<file path="config.mk">
export PLATFORM = sky130hd
export DESIGN_NAME = dual_reg_bank
export DESIGN_NICKNAME = d
export VERILOG_FILES = /design/src/rtl/drb_pkg.sv /design/src/rtl/drb_chan_regs.sv /design/src/rtl/drb_baud_div.sv /design/src/rtl/drb_mf_mux.sv /design/src/rtl/dual_reg_bank.sv
export SDC_FILE = /design/constraint.sdc
export NUM_CORES = 1
export LEC_CHECK = 0
export ABC_AREA = 1
export BUFFER_PORTS_ARGS = -buffer_cell sky130_fd_sc_hd__buf_2
export CORE_MARGIN = 2
export CORE_UTILIZATION = 60
export DETAILED_ROUTE_END_ITERATION = 8
export PLACE_DENSITY_LB_ADDON = 0.3
export SETUP_SLACK_MARGIN = 0.4
export SLEW_MARGIN = 20
export SYNTH_ARGS = -nofsm -noshare
export SYNTH_HDL_FRONTEND = slang
export SYNTH_HIERARCHICAL = 1
export SYNTH_SLANG_ARGS = --single-unit
export TNS_END_PERCENT = 5
</file>
<file path="constraint.sdc">
create_clock -name clk -period 4.75 [get_ports clk]
set_input_delay 0.2375 -clock clk [delete_from_list [all_inputs] [get_ports clk]]
set_output_delay 0.2375 -clock clk [all_outputs]
set_load 0.1 [all_outputs]
</file>
<file path="src/rtl/drb_pkg.sv">
// Shared constants and types for the dual-channel register bank.
// Assumes a 3-bit host address space.
package drb_pkg;
    localparam int ADDR_W = 3;

    localparam logic [ADDR_W-1:0] A_DLO  = 3'd0;  // divisor low (enable = 1)
    localparam logic [ADDR_W-1:0] A_DHI  = 3'd1;  // divisor high (enable = 1)
    localparam logic [ADDR_W-1:0] A_ALTF = 3'd2;  // alternate function (enable = 1)
    localparam logic [ADDR_W-1:0] A_LCTL = 3'd3;  // line control, bit 7 only
    localparam logic [ADDR_W-1:0] A_SCR  = 3'd7;  // scratch byte

    typedef enum logic [1:0] {
        MF_OP2  = 2'b00,
        MF_BAUD = 2'b01,
        MF_IDLE = 2'b10,
        MF_RXR  = 2'b11
    } mf_src_e;
endpackage

</file>
<file path="src/rtl/drb_chan_regs.sv">
// One channel's registers: scratch, divisor bytes, divisor-enable and
// pin-source select. Assumes the top module supplies a write enable that
// already includes channel selection and broadcast. The broadcast flag is
// owned by the top; this block only reports a decoded write to it.
module drb_chan_regs
    import drb_pkg::*;
#(
    parameter int DATA_W = 8
) (
    input  logic              clk,
    input  logic              rst_n,
    input  logic              wr_en,
    input  logic [ADDR_W-1:0] addr,
    input  logic [DATA_W-1:0] wdata,
    input  logic              cw_q,
    output logic [DATA_W-1:0] scratch_q,
    output logic [DATA_W-1:0] dlo_q,
    output logic [DATA_W-1:0] dhi_q,
    output logic              dlab_q,
    output logic [1:0]        mf_sel_q,
    output logic              altf_hit,
    output logic [DATA_W-1:0] rd_val
);
    // Flags a write that reaches the alternate function register.
    assign altf_hit = wr_en && dlab_q && (addr == A_ALTF);

    // Register update on a write aimed at this channel.
    always_ff @(posedge clk) begin
        if (!rst_n) begin
            scratch_q <= '1;
            dlo_q     <= '0;
            dhi_q     <= '0;
            dlab_q    <= 1'b0;
            mf_sel_q  <= 2'b00;
        end else if (wr_en) begin
            case (addr)
                A_DLO:  if (dlab_q) dlo_q <= wdata;
                A_DHI:  if (dlab_q) dhi_q <= wdata;
                A_ALTF: if (dlab_q) mf_sel_q <= wdata[2:1];
                A_LCTL: dlab_q <= wdata[DATA_W-1];
                A_SCR:  scratch_q <= wdata;
                default: ;
            endcase
        end
    end

    // Read value for the current address, decoded by this channel's enable.
    always_comb begin
        rd_val = '0;
        case (addr)
            A_DLO:  if (dlab_q) rd_val = dlo_q;
            A_DHI:  if (dlab_q) rd_val = dhi_q;
            A_ALTF: if (dlab_q) begin
                rd_val[2:1] = mf_sel_q;
                rd_val[0]   = cw_q;
            end
            A_LCTL: rd_val[DATA_W-1] = dlab_q;
            A_SCR:  rd_val = scratch_q;
            default: rd_val = '0;
        endcase
    end
endmodule

</file>
<file path="src/rtl/drb_baud_div.sv">
// Baud divider: emits a one-cycle tick every `divisor` clocks (16x rate).
// Assumes a divisor of 0 is to be treated as 1. A new divisor takes hold
// at the next reload.
module drb_baud_div #(
    parameter int DIV_W = 16
) (
    input  logic             clk,
    input  logic             rst_n,
    input  logic [DIV_W-1:0] divisor,
    output logic             tick
);
    logic [DIV_W-1:0] cnt_q;
    logic [DIV_W-1:0] div_eff;

    // Clamp a zero divisor to one.
    assign div_eff = (divisor == '0) ? DIV_W'(1) : divisor;
    // Tick whenever the down-counter sits at zero.
    assign tick    = (cnt_q == '0);

    // Down-counter that reloads on terminal count.
    always_ff @(posedge clk) begin
        if (!rst_n)    cnt_q <= '0;
        else if (tick) cnt_q <= div_eff - DIV_W'(1);
        else           cnt_q <= cnt_q - DIV_W'(1);
    end
endmodule

</file>
<file path="src/rtl/drb_mf_mux.sv">
// Pin-source selector for one multifunction pin. Inputs are active high;
// the pin is active low. The reserved code parks the pin high.
module drb_mf_mux
    import drb_pkg::*;
(
    input  logic [1:0] sel,
    input  logic       op2,
    input  logic       baud_tick,
    input  logic       rx_ready,
    output logic       pin_n
);
    // Choose and invert the selected source.
    always_comb begin
        case (mf_src_e'(sel))
            MF_OP2:  pin_n = ~op2;
            MF_BAUD: pin_n = ~baud_tick;
            MF_IDLE: pin_n = 1'b1;
            MF_RXR:  pin_n = ~rx_ready;
            default: pin_n = 1'b1;
        endcase
    end
endmodule

</file>
<file path="src/rtl/dual_reg_bank.sv">
// Top of the dual-channel register bank. Routes host writes to one or both
// channels, owns the shared broadcast flag, muxes read data by channel
// select and builds each channel's baud divider and pin mux.
// Assumes single-cycle write strobes and combinational reads.
module dual_reg_bank
    import drb_pkg::*;
#(
    parameter int DATA_W = 8
) (
    input  logic              clk,
    input  logic              rst_n,
    input  logic [ADDR_W-1:0] bus_addr,
    input  logic [DATA_W-1:0] bus_wdata,
    input  logic              bus_wr,
    input  logic              bus_rd,
    input  logic              chan_sel,
    output logic [DATA_W-1:0] bus_rdata,
    input  logic [1:0]        op2_in,
    input  logic [1:0]        rx_ready_in,
    output logic [1:0]        mf_n
);
    localparam int NCH   = 2;
    localparam int DIV_W = 2 * DATA_W;

    logic                         cw_q;
    logic [NCH-1:0]               tgt;
    logic [NCH-1:0]               altf_hit;
    logic [NCH-1:0]               dlab_q;
    logic [NCH-1:0]               tick;
    logic [NCH-1:0][DATA_W-1:0]   scratch_q;
    logic [NCH-1:0][DATA_W-1:0]   dlo_q;
    logic [NCH-1:0][DATA_W-1:0]   dhi_q;
    logic [NCH-1:0][DATA_W-1:0]   rd_val;
    logic [NCH-1:0][1:0]          mf_sel_q;

    for (genvar ch = 0; ch < NCH; ch++) begin : g_ch
        // Target this channel when selected or when broadcasting.
        assign tgt[ch] = bus_wr && (cw_q || (chan_sel == 1'(ch)));

        drb_chan_regs #(.DATA_W(DATA_W)) regs_i (
            .clk       (clk),
            .rst_n     (rst_n),
            .wr_en     (tgt[ch]),
            .addr      (bus_addr),
            .wdata     (bus_wdata),
            .cw_q      (cw_q),
            .scratch_q (scratch_q[ch]),
            .dlo_q     (dlo_q[ch]),
            .dhi_q     (dhi_q[ch]),
            .dlab_q    (dlab_q[ch]),
            .mf_sel_q  (mf_sel_q[ch]),
            .altf_hit  (altf_hit[ch]),
            .rd_val    (rd_val[ch])
        );

        drb_baud_div #(.DIV_W(DIV_W)) baud_i (
            .clk     (clk),
            .rst_n   (rst_n),
            .divisor ({dhi_q[ch], dlo_q[ch]}),
            .tick    (tick[ch])
        );

        drb_mf_mux mux_i (
            .sel       (mf_sel_q[ch]),
            .op2       (op2_in[ch]),
            .baud_tick (tick[ch]),
            .rx_ready  (rx_ready_in[ch]),
            .pin_n     (mf_n[ch])
        );
    end

    // Shared broadcast flag, writable through either channel.
    always_ff @(posedge clk) begin
        if (!rst_n)         cw_q <= 1'b0;
        else if (|altf_hit) cw_q <= bus_wdata[0];
    end

    // Read data from the selected channel only while the read strobe is high.
    assign bus_rdata = bus_rd ? rd_val[chan_sel] : '0;
endmodule

</file>
==> results of run 1 <==
-- through the flow --
stage,power [mW],hold slack [ns],instances,cell area [µm²],util (%)
final,3.09,0.207,1082,6060,65.3
after global routing,3.34,0.219,1082,6060,65.3
after CTS,3.08,0.196,1082,6060,65.3
after detailed placement,2.44,0.449,1066,5820,62.7
after global placement,2.42,0.444,1066,5820,62.7
after floorplan,2.29,0.358,944,5770,-
-- layout by cell type, fill, tap and decap left out, types with 9 or more instances in the layout --
cell and count:
nor2_1 139, buf_2 29, nand3_1 92, inv_1 172, a21oi_1 23, nand2_2 24, inv_2 14, nand2_1 218
nand4_1 60, clkbuf_8 9, o21ai_0 18, nand3_2 14, dfxtp_1 87, nor2_2 18
-- power by group --
group / internal, mW / switching (mW)
clock network: 0.351 / 0.279
registers: 0.854 / 0.0652
logic: 0.459 / 1.08
-- layer usage --
layer  GRT usage [%]  up-vias
met3            3.56       24
li1                -     2934
met2            43.7      206
met1            40.6     2482
met5               0        -
met4            9.95        0
-- cells in the mapped netlist, types with 4 or more instances --
master,instances
a21oi_1,23
a21oi_2,5
buf_2,8
buf_4,8
buf_6,11
clkbuf_1,8
dfxtp_1,87
inv_1,172
inv_2,14
nand2_1,218
nand2_2,24
nand3_1,92
nand3_2,14
nand3_4,4
nand4_1,60
nor2_1,139
nor2_2,18
nor2_4,8
o21ai_0,18
o21ai_1,4
-- kinds of logic (layout without fill, tap and decap cells) --
group	count (synthesis)	count (layout)
compound gates	52	52
flops	87	87
fa+ha+maj	2	2
buf+inv	224	233
simple gates	579	579
-- worst max-delay path: stages (launching register included) --
cell,delay (ns)
dfxtp_1,0.33
nor2_1,0.11
nand2_1,0.07
nor2_2,0.49
nand2_1,0.23
inv_2,0.15
inv_1,0.08
nand3_1,0.08
nand3_1,0.06
buf_2,0.29
-- final cells by class --
cell class	count	area [µm²]	area share, %
Tap cell	129	161	2.66
Multi-Input combinational cell	633	3060	50.5
Clock inverter	5	106	1.75
Inverter	187	707	11.7
Sequential cell	87	1740	28.7
Timing Repair Buffer	30	153	2.52
Clock buffer	11	131	2.17
-- sequential cells by signal (all words and copies together), names as in the netlist --
register and cells:
cw_q 1, g_ch.regs_i/scratch_q 16, g_ch.regs_i/dlab_q 2, g_ch.regs_i/mf_sel_q 4, g_ch.regs_i/dhi_q 16, g_ch.baud_i/cnt_q 32, g_ch.regs_i/dlo_q 16
-- path summary, 6_finish.rpt --
kind	start	endpoint	slack, ns
max	g_ch[1].baud_i/cnt_q[7]$_SDFF_PN0_	mf_n[1]	2.26
min	bus_wdata[1]	g_ch[0].regs_i/scratch_q[1]$_SDFFE_PN1P_	0.21
max reg2reg	cw_q$_SDFFE_PN0P_	cw_q$_SDFFE_PN0P_	2.45
min reg2reg	g_ch[1].regs_i/scratch_q[0]$_SDFFE_PN1P_	g_ch[1].regs_i/scratch_q[0]$_SDFFE_PN1P_	0.47
==> results_dict.tcl, run 1 <==
set metrics [dict create \
    power_leakage_nw 3.02 \
    grt_pass1_wl_um 23400 \
    top_layer_used "met4" \
    rr_worst_depth 10 \
    endpoint_kind "primary output" \
    ant_nets 0 \
    clock_path_buffers 2 \
    muxShareOfSynthArea_pct 0 \
    finalHoldViolCount 0 \
    max_cap_viol_count 0 \
    ys_types 25 \
    drc 0 \
    synth_top_area_share_pct 30.2 \
    rows 35 \
    vias 5646 \
    slew_headroom_pct 41.0 \
    synthFlopType "dfxtp_1" \
    grt_pass1_vias 4966 \
    die-area_um2 10400 \
    fin_skew_ns 0.0116 \
    grt_max_degree 40 \
    postCtsSetupRepairBufs 0 \
    criticalPathCategory "flip-flop to primary output" \
    clock-root-buffer "clkbuf_8" \
    hold_path.class "primary input to flip-flop" \
    start_util_pct 62.2 \
    met3_length_um 934 \
    p_per_area_nw_per_um2 509 \
    synthXorXnorAreaFrac_pct 0 \
    clk-insertion-delay-late_ns 0.36 \
    ys_seq_elements 87 \
    initialDrtViolationCount 435 \
    gp_congestion 0.931 \
    cts_buffers 9 \
    ys_seq_area_share_pct 30.2 \
    antenna_found_initial 0 \
    die_h_um 102 \
    worst_slack_ns 2.26 \
    wl_met1_um 6390 \
    first_pass_iters 5 \
    min_path_cells 3 \
    setup_viol_count_final 0 \
    netlist_area_um2 5770 \
    htreeDepth 3 \
    diodes 0 \
    clk_pin_slew_ns 0.09 \
    synth-simple-area-share_pct 47.7 \
    core_um2 9280 \
    synth_edf_count 0 \
    cts.repair.resized 0 \
    track_usage_pct 28.3 \
    routedWlPerCell_um 12.9 \
    wl_um 13900 \
    synthAdderAreaFrac_pct 0.434 \
    io_buffer_count 29 \
    fmax_mhz 402 \
    yosysTopAreaCell "dfxtp_1" \
    synth_area_leaders "dfxtp_1 30%, nand2_1 14%, inv_1 11%" \
    synthArstFlopShare_pct 0 \
    cts_hold_buf 0 \
    syn_inst 944 \
    num_io_pins 30 \
    vdd_drop_max_mv 0.252 \
    synthesis.nets 966 \
    cp.required_ns 4.51 \
    dieWidth_um 102 \
    tns_ns 0 \
    synth_compound_area_share_pct 4.92 \
    syn_avg_cell_area_um2 6.11 \
    tightest_slew_ns 0.886 \
    synth_top_family_by_area "simple AND/OR/NAND/NOR gates" \
    status "complete, no violations" \
    fin_crit_sh_pct 52.4 \
    rsz0062_at_grt "false" \
    viasPerCell 5.22 \
    period_minus_slack_ns 2.49 \
    nets 970 \
    num-fill-cells 876 \
    drive_above_1_share_pct 13.9 \
    preCtsSetupSlack_ns 2.34 \
    crit_arrival_ns 2.25 \
    yosys_warnings 6 \
    critPathMaxFanout 13 \
    overflow 0 \
    clkSinkCount 87 \
    dpl.hpwl_um 9880 \
    cts_tree "yes" \
    start_kind "flip-flop" \
    area_growth_pct 5.03 \
    drv_slew 0 \
    dr_wl_met2_um 6280 \
]
No activity file was read; power rests on OpenSTA's default activity.
==> run 2: changes to the inputs <==
Clock period 4.75 ns to 2.3 ns, I/O delays scaled along.
==> run 2 against run 1 <==
- utilization rose by 3.6 points
- die area did not move
- wire length rose by 4.9%
- via count rose by 1.8%
- worst hold slack got worse by 0.14 ns
- final cell count rose by 1.9%
- clock-buffer cell count fell by 1
- first-iteration DRC count fell by 7.8%
- critical path depth did not move
- clock skew fell by 0.00056 ns
- global-route usage rose by 0.73 points
- largest cell class unchanged
- largest power group unchanged
==> results_dict.tcl, run 2 (synthesized netlist as in run 1, its figures left out) <==
set metrics [dict create \
    status "complete, no violations" \
    track_usage_pct 29.0 \
    first_pass_iters 5 \
    final_area_um2 6390 \
    grt_max_degree 26 \
    cts_tree "yes" \
    gp_congestion 0.947 \
    finalHoldViolCount 0 \
    drv_slew 0 \
    area_growth_pct 10.8 \
    viasPerCell 5.21 \
    place_area_um2 6050 \
    fin_util_pct 68.8 \
    start_util_pct 62.2 \
    preCtsSetupSlack_ns 0.471 \
    fin_skew_ns 0.0111 \
    vdd_drop_max_mv 0.500 \
    endpoint_kind "primary output" \
    clk_pin_slew_ns 0.10 \
    stdcell_count 1103 \
    grt_pass1_wl_um 23900 \
    io_buffer_count 29 \
    slowest_stage "dfxtp_1" \
    placed_cells 1080 \
    die-area_um2 10400 \
    critPathMaxFanout 6 \
    core_um2 9280 \
    crit_path_max_incr_delay_ns 0.32 \
    vias 5750 \
    clock-root-buffer "clkbuf_8" \
    rows 35 \
    crit_buf_inv 3 \
    diodes 0 \
    worst_path_most_repeated_cell "nand3_1" \
    tns_ns 0 \
    crit_family "simple AND/OR/NAND/NOR gates" \
    final_common_cell "nand2_1" \
    hold_path.class "primary input to flip-flop" \
    ant_nets 0 \
    clkSinkCount 87 \
    worst_slack_ns 0.439 \
    rsz0062_at_grt "true" \
    antenna_found_initial 0 \
    start_kind "flip-flop" \
    fin_crit_sh_pct 80.9 \
    dpl.hpwl_um 10500 \
    drive_above_1_share_pct 16.8 \
    num_io_pins 30 \
    clock_path_buffers 2 \
    clk-insertion-delay-late_ns 0.37 \
    regMostFlops "g_ch.baud_i/cnt_q" \
    overflow 0 \
    largest_reg_flops 32 \
    cts_hold_buf 0 \
    grt_pass1_vias 5153 \
    power_mw 6.68 \
    setup_viol_count_final 0 \
    htreeDepth 3 \
    cts_buffers 9 \
    die_h_um 102 \
    crit_arrival_ns 1.75 \
    slew_headroom_pct 61.3 \
    dieWidth_um 102 \
    initialDrtViolationCount 401 \
    cp.required_ns 2.18 \
    drc 0 \
    max_cap_viol_count 0 \
    routedWlPerCell_um 13.2 \
    tightest_slew_ns 0.580 \
    wl_um 14600 \
    num-fill-cells 843 \
    path_cells "nor2_1, nand2_1, nor2_4, nand2_2, inv_2, inv_1, nand3_1, nand3_1, buf_6" \
    nets 991 \
    criticalPathCategory "flip-flop to primary output" \
    period_minus_slack_ns 1.86 \
    p_per_area_nw_per_um2 1040 \
    fmax_mhz 537 \
    hold_slack_ns 0.0703 \
    layout_common_cells "216 x nand2_1, 172 x inv_1, 137 x nor2_1" \
    power_leakage_nw 3.16 \
]
-- run 2: cell types whose count changed in the layout (fill, tap and decap cells not counted), moves of 4 or more --
cell,change
buf_4,+20
nor2_4,+4
buf_2,-12
buf_12,+9
-- run 2: final cells by class --
class	count	area, µm²	area share [%]
tap	129	161	2.53
multi-input combinational	633	3100	48.5
clock buffer	10	138	2.15
sequential	87	1750	27.4
clock inverter	6	75.1	1.17
timing repair buffer	51	460	7.20
inverter	187	707	11.1
-- run 2: final timing paths --
path                                            start                                       end  slack (ns)  cells past startpoint
max                g_ch[0].baud_i/cnt_q[9]$_SDFF_PN0_                                   mf_n[0]        0.44                      9
min                                      bus_wdata[2]  g_ch[0].regs_i/scratch_q[2]$_SDFFE_PN1P_        0.07                      3
min reg2reg  g_ch[1].regs_i/scratch_q[0]$_SDFFE_PN1P_  g_ch[1].regs_i/scratch_q[0]$_SDFFE_PN1P_        0.46                      2
max reg2reg        g_ch[1].baud_i/cnt_q[9]$_SDFF_PN0_       g_ch[1].baud_i/cnt_q[12]$_SDFF_PN0_        0.48                     14
-- run 2: worst reg2reg max path, stage by stage (launching register included) --
cell	delay [ns]
dfxtp_1	0.32
nor2_1	0.11
nand2_1	0.10
nor2_2	0.13
buf_4	0.21
nand3_2	0.09
nand2_1	0.09
inv_1	0.05
ha_2	0.20
nand2_2	0.11
inv_1	0.08
nand3_2	0.08
nand2_1	0.05
nand2_1	0.05
nor2_1	0.05
-- run 2: layer usage --
metal  share of wire (%)  wire, µm  vias to the layer above  GRT usage [%]
met5                   0         0                        -              0
met4                 1.7       244                        0           8.82
met3                 6.9      1010                       20           4.51
met2                  46      6780                      189           47.6
met1                  45      6570                     2567           39.4
li1                    -         -                     2974              -
-- run 2: repair_timing --
action / in CTS / in global routing
gates resized for setup: 6 / 17
pin swaps: 0 / 5
setup buffers: 0 / 7
setup endpoints to repair: 10 / 27
-- run 2: power breakdown --
part | internal (mW) | leakage (nW) | switching (mW) | total, mW
clock | 0.550 | 0.105 | 0.614 | 1.16
combinational | 1.23 | 2.35 | 2.38 | 3.61
sequential | 1.76 | 0.709 | 0.135 | 1.90
